===== config.mk =====
export PLATFORM = sky130hd
export DESIGN_NAME = slice_pwm
export DESIGN_NICKNAME = d
export VERILOG_FILES = /design/src/rtl/slice_pwm_pkg.sv /design/src/rtl/slice_pwm_ctrl.sv /design/src/rtl/slice_pwm_dp.sv /design/src/rtl/slice_pwm.sv
export SDC_FILE = /design/constraint.sdc
export NUM_CORES = 1
export LEC_CHECK = 0
export BUFFER_PORTS_ARGS = -buffer_cell sky130_fd_sc_hd__clkbuf_2
export CAP_MARGIN = 30
export CORE_UTILIZATION = 50
export DETAILED_ROUTE_END_ITERATION = 6
export PLACE_DENSITY = 0.71
export SLEW_MARGIN = 20
export SYNTH_ARGS = -nofsm -noshare
export SYNTH_HDL_FRONTEND = slang
export SYNTH_SLANG_ARGS = --single-unit

===== constraint.sdc =====
create_clock -name clk -period 1.45 [get_ports clk]
set_input_delay 0.0725 -clock clk [delete_from_list [all_inputs] [get_ports clk]]
set_output_delay 0.0725 -clock clk [all_outputs]
set_load 0.01 [all_outputs]

===== src/rtl/slice_pwm_pkg.sv =====
package slice_pwm_pkg;
  parameter int NUM_CH = 4;
  parameter int CNT_W  = 5;
  localparam int LANES  = 2 * NUM_CH;
  localparam int LANE_W = $clog2(LANES);

  typedef struct packed {
    logic             tick;
    logic             load;
    logic [LANES-1:0] laneMask;
    logic [CNT_W-1:0] value;
  } strobe_t;
endpackage


===== src/rtl/slice_pwm_ctrl.sv =====
module slice_pwm_ctrl
  import slice_pwm_pkg::*;
(
  input  logic              tickEn,
  input  logic              loadEn,
  input  logic [LANE_W-1:0] loadLane,
  input  logic [CNT_W-1:0]  loadValue,
  output strobe_t           strb
);
  logic [LANES-1:0] laneDec;

  // one-hot lane select for the load port
  for (genvar l = 0; l < LANES; l++) begin : g_dec
    assign laneDec[l] = loadEn && (loadLane == LANE_W'(l));
  end

  always_comb begin
    strb          = '0;
    strb.tick     = tickEn;
    strb.load     = loadEn;
    strb.laneMask = laneDec;
    strb.value    = loadValue;
  end
endmodule


===== src/rtl/slice_pwm_dp.sv =====
module slice_pwm_dp
  import slice_pwm_pkg::*;
(
  input  logic              clk,
  input  logic              rstN,
  input  strobe_t           strb,
  output logic [NUM_CH-1:0] pwmOut
);
  // planes[n] holds bit weight n of every lane
  logic [CNT_W-1:0][LANES-1:0] planes;
  logic [CNT_W-1:0][LANES-1:0] planesNext;
  logic [CNT_W:0][LANES-1:0]   carry;
  logic [LANES-1:0]            underflow;
  logic [NUM_CH-1:0]           riseHit, fallHit;
  logic [LANES-1:0][CNT_W-1:0] laneCount;

  // ripple chain: a lane whose bit goes 0 -> 1 borrows into the next plane
  assign carry[0] = {LANES{strb.tick}};
  for (genvar n = 0; n < CNT_W; n++) begin : g_plane
    logic [LANES-1:0] counted;
    assign counted       = planes[n] ^ carry[n];
    assign carry[n+1]    = carry[n] & ~planes[n];
    assign planesNext[n] = (counted & ~strb.laneMask)
                         | (strb.laneMask & {LANES{strb.value[n]}});
  end

  // a lane overwritten by a load does not report an underflow
  assign underflow = carry[CNT_W] & ~strb.laneMask;
  assign riseHit   = underflow[NUM_CH-1:0];
  assign fallHit   = underflow[LANES-1:NUM_CH];

  always_ff @(posedge clk or negedge rstN) begin
    if (!rstN) begin
      planes <= '0;
      pwmOut <= '0;
    end else begin
      planes <= planesNext;
      pwmOut <= (pwmOut | riseHit) & ~fallHit;
    end
  end

  // per-lane view of the transposed counters
  for (genvar l = 0; l < LANES; l++) begin : g_lane
    for (genvar n = 0; n < CNT_W; n++) begin : g_bit
      assign laneCount[l][n] = planes[n][l];
    end


    dec_wrap_chk: assert property (@(posedge clk) disable iff (!rstN)
      (strb.tick && !strb.laneMask[l]) |=>
        (laneCount[l] == $past(laneCount[l]) - CNT_W'(1)));


    hold_when_idle_chk: assert property (@(posedge clk) disable iff (!rstN)
      (!strb.tick && !strb.laneMask[l]) |=> $stable(laneCount[l]));


    preset_lands_chk: assert property (@(posedge clk) disable iff (!rstN)
      strb.laneMask[l] |=> (laneCount[l] == $past(strb.value)));
  end

  for (genvar i = 0; i < NUM_CH; i++) begin : g_out

    rise_sets_chk: assert property (@(posedge clk) disable iff (!rstN)
      (riseHit[i] && !fallHit[i]) |=> pwmOut[i]);


    fall_clears_chk: assert property (@(posedge clk) disable iff (!rstN)
      fallHit[i] |=> !pwmOut[i]);
  end


  out_stable_chk: assert property (@(posedge clk) disable iff (!rstN)
    !strb.tick |=> $stable(pwmOut));
endmodule


===== src/rtl/slice_pwm.sv =====
module slice_pwm
  import slice_pwm_pkg::*;
(
  input  logic              clk,
  input  logic              rstN,
  input  logic              tickEn,
  input  logic              loadEn,
  input  logic [LANE_W-1:0] loadLane,
  input  logic [CNT_W-1:0]  loadValue,
  output logic [NUM_CH-1:0] pwmOut
);
  strobe_t strb;

  slice_pwm_ctrl u_ctrl (
    .tickEn   (tickEn),
    .loadEn   (loadEn),
    .loadLane (loadLane),
    .loadValue(loadValue),
    .strb     (strb)
  );

  slice_pwm_dp u_dp (
    .clk   (clk),
    .rstN  (rstN),
    .strb  (strb),
    .pwmOut(pwmOut)
  );
endmodule


==> results.toml <==
[clock_tree]
path_clk_slew_ps = 80
cts_setup_buffers = 0
cts_root_buffer = "clkbuf_8"
clkSinkCount = 44
htreeDepth = 2
cts_tree = "built"
cts_buffer_depth = 2
clock_latency_ps = 300
cts_buffers = 5

[floorplan]
rows = 24
coreArea_sq_um = 4410
die_w_microns = 70.1
dieHeight_microns = 70.1
start_util_pct = 52.5
dieArea_sq_um = 4910
ios = 16

[yosys]
synth-async-reset-ratio_pct = 100
synth_cell_types = 14
synthTopCellsByCount = "dfrtp_1, a21oi_1, ha_1, inv_1, nor2_1"
synth_area_sq_um = 2320
synth_top_area_share_pct = 47.5
synth.avg_cell_area_sq_um = 9.94
synth_area_leaders = "dfrtp_1, ha_1, a21oi_1, inv_1, nor2_1"
synth_top_area_cell = "dfrtp_1"
synth-warning-count = 0
synth-seq-area-share_pct = 47.5
synth_edf_count = 0
syn_nets = 285
syn_inst = 233
yosysMostFrequentCell = "dfrtp_1"
synth-seq-cells = 44
ys.flop_type = "dfrtp_1"

[final_layout]
nets = 296
layout-drive-gt1-share_pct = 34.0
stdcell_count = 296
insertedDiodeCount = 0
area_growth_pct = 27.8

[global_route]
grt_max_degree = 28
overflow = 0
globalRouteTotalUtil_pct = 19.9
grt_pass1_vias = 1517
grt_antenna_before_repair = 0
grt_pass1_wl_microns = 7320

[detailed_routing]
ant_nets = 0
wire_per_inst_microns = 14.2
drc_errors = 0
vias = 1535
via_per_inst = 5.19
totalWireLength_microns = 4200
dr.pass1.iters = 4
drtIter0Drc = 66

[timing]
timing.final.setup_violations = 2
final.min_clock_period_ps = 1470
fin_skew_ps = 6.12
setup_tns_ps = -28.1
finalHoldViolations = 0
worst_slack_ps = -24.6
holdWs_ps = 141
rsz0062_at_grt = "yes"
max_freq_ghz = 0.678
worst_pin_slew_ps = 499
slew_headroom_pct = 66.5
period_share_pct = 102
maxSlewViolCount = 0

[placed_design]
gp_congestion = 0.675
io_buffer_count = 15
detailed_place_hpwl_microns = 2630
pre_cts_ws_ps = -112
dp.cells = 288

[critical_path]
crit-reg2reg-launch = "u_dp.laneCount[5]$_DFF_PN0_"
worst-path-buf-inv = 1
crit_family = "adder cells"
endpoint_kind = "register"
path_max_fanout = 1
r2r-end = "u_dp.pwmOut[1]$_DFF_PN0_"
r2r_cells = 8
crit_top_cell = "ha_4"
critPathKind = "reg -> reg"
cp.required_ps = 1620
reg2reg_setup_slack_ps = -20
max_stage_delay_ps = 330
cp-startpoint = "u_dp.laneCount[5]$_DFF_PN0_"
crit_chain = "inv_1 -> ha_2 -> ha_4 -> ha_4 -> ha_4 -> ha_4 -> a21oi_2 -> a21oi_1"
arrival_ps = 1640
setup.worst_path.start_class = "register"
cpMaxStageDelayCell = "dfrtp_1"

[run_status]
violations = "setup timing"
status = "finished, violations left"

[worst_hold_path]
hold_end = "u_dp.laneCount[15]$_DFF_PN0_"
hold_class = "in -> reg"
min_from = "loadValue[0]"
hold_path_depth = 3

[power_and_ir_drop]
p_leak_nw = 1.36
pwr_density_cell_nw_per_um2 = 1630
p_total_w = 0.00483
ir_worst_vdd_uv = 851

[job]
cap_violations = 0
sequential cells by signal, indices dropped and copies added (netlist names):
name and flops:
u_dp.pwmOut 4, u_dp.laneCount 40
worst max path at each step:
stage / endpoint / slack [ps] / depth (start not counted)
finish: u_dp.pwmOut[1]$_DFF_PN0_ / -20 / 8
global route: u_dp.pwmOut[1]$_DFF_PN0_ / -70 / 8
CTS: u_dp.pwmOut[1]$_DFF_PN0_ / -30 / 8
detailed placement: u_dp.pwmOut[1]$_DFF_PN0_ / -110 / 8
global placement: u_dp.pwmOut[2]$_DFF_PN0_ / -70 / 8
floorplan: u_dp.laneCount[39]$_DFF_PN0_ / 0.1 / 7
metrics by stage:
step | cell area, sq um | utilization, %
after floorplan | 2400 | -
after global placement | 2500 | 56.7
after detailed placement | 2500 | 56.7
after CTS | 2930 | 66.5
after global routing | 2960 | 67.0
final | 2960 | 67.0
per-layer routing:
layer,share of wire [%],vias to the layer above,global-route usage [%]
met5,0,-,0
met4,2.2,0,9.11
met1,45,734,25.4
met2,49,21,31.8
met3,3.2,9,4.91
li1,-,771,-
power breakdown:
group	switching [W]	total, W	internal, W
Sequential	0.000166	0.00199	0.00183
Combinational	0.00107	0.00210	0.00103
Clock	0.000409	0.000738	0.000328
worst reg2reg max path: cells and delay by family (launching register included):
family                   cells  cell delay [ps]
buffers and inverters        1               40
flip-flops                   1              330
adder cells (fa/ha/maj)      5              800
AO/OA/AOI/OAI                2              180
area by class of cell:
cell class | count | area [sq um]
inverter | 40 | 150
clock buffer | 6 | 72.6
clock inverter | 1 | 5.00
multi-input combinational | 136 | 1460
tap | 52 | 65.1
timing repair buffer | 17 | 105
fill | 335 | 1460
sequential | 44 | 1100
logic make-up after synthesis:
family / Yosys count / share of synthesized area (%)
fa+ha+maj: 40 / 21.6
flops: 44 / 47.5
buf+inv: 53 / 9.18
compound gates: 48 / 11.2
simple gates: 48 / 10.5
placed cells by master (no fill, tap or decap), types with 3 or more instances in the layout:
| cell | instances |
|---|---|
| a21oi_1 | 33 |
| a21oi_2 | 15 |
| clkbuf_2 | 15 |
| clkbuf_8 | 5 |
| dfrtp_1 | 44 |
| ha_2 | 8 |
| ha_4 | 32 |
| inv_1 | 40 |
| nand4b_1 | 3 |
| nand4bb_1 | 3 |
| nor2_1 | 35 |
| nor2_2 | 5 |
timing repair:
| item | CTS | global route |
|---|---|---|
| pin swaps | 24 | 3 |
| hold buffers | 1 | 0 |
| setup endpoints to repair | 12 | 12 |
| endpoints found under the hold margin | 17 | 0 |
| gates resized for setup | 38 | 5 |
Power figures use the tool's default switching activity.
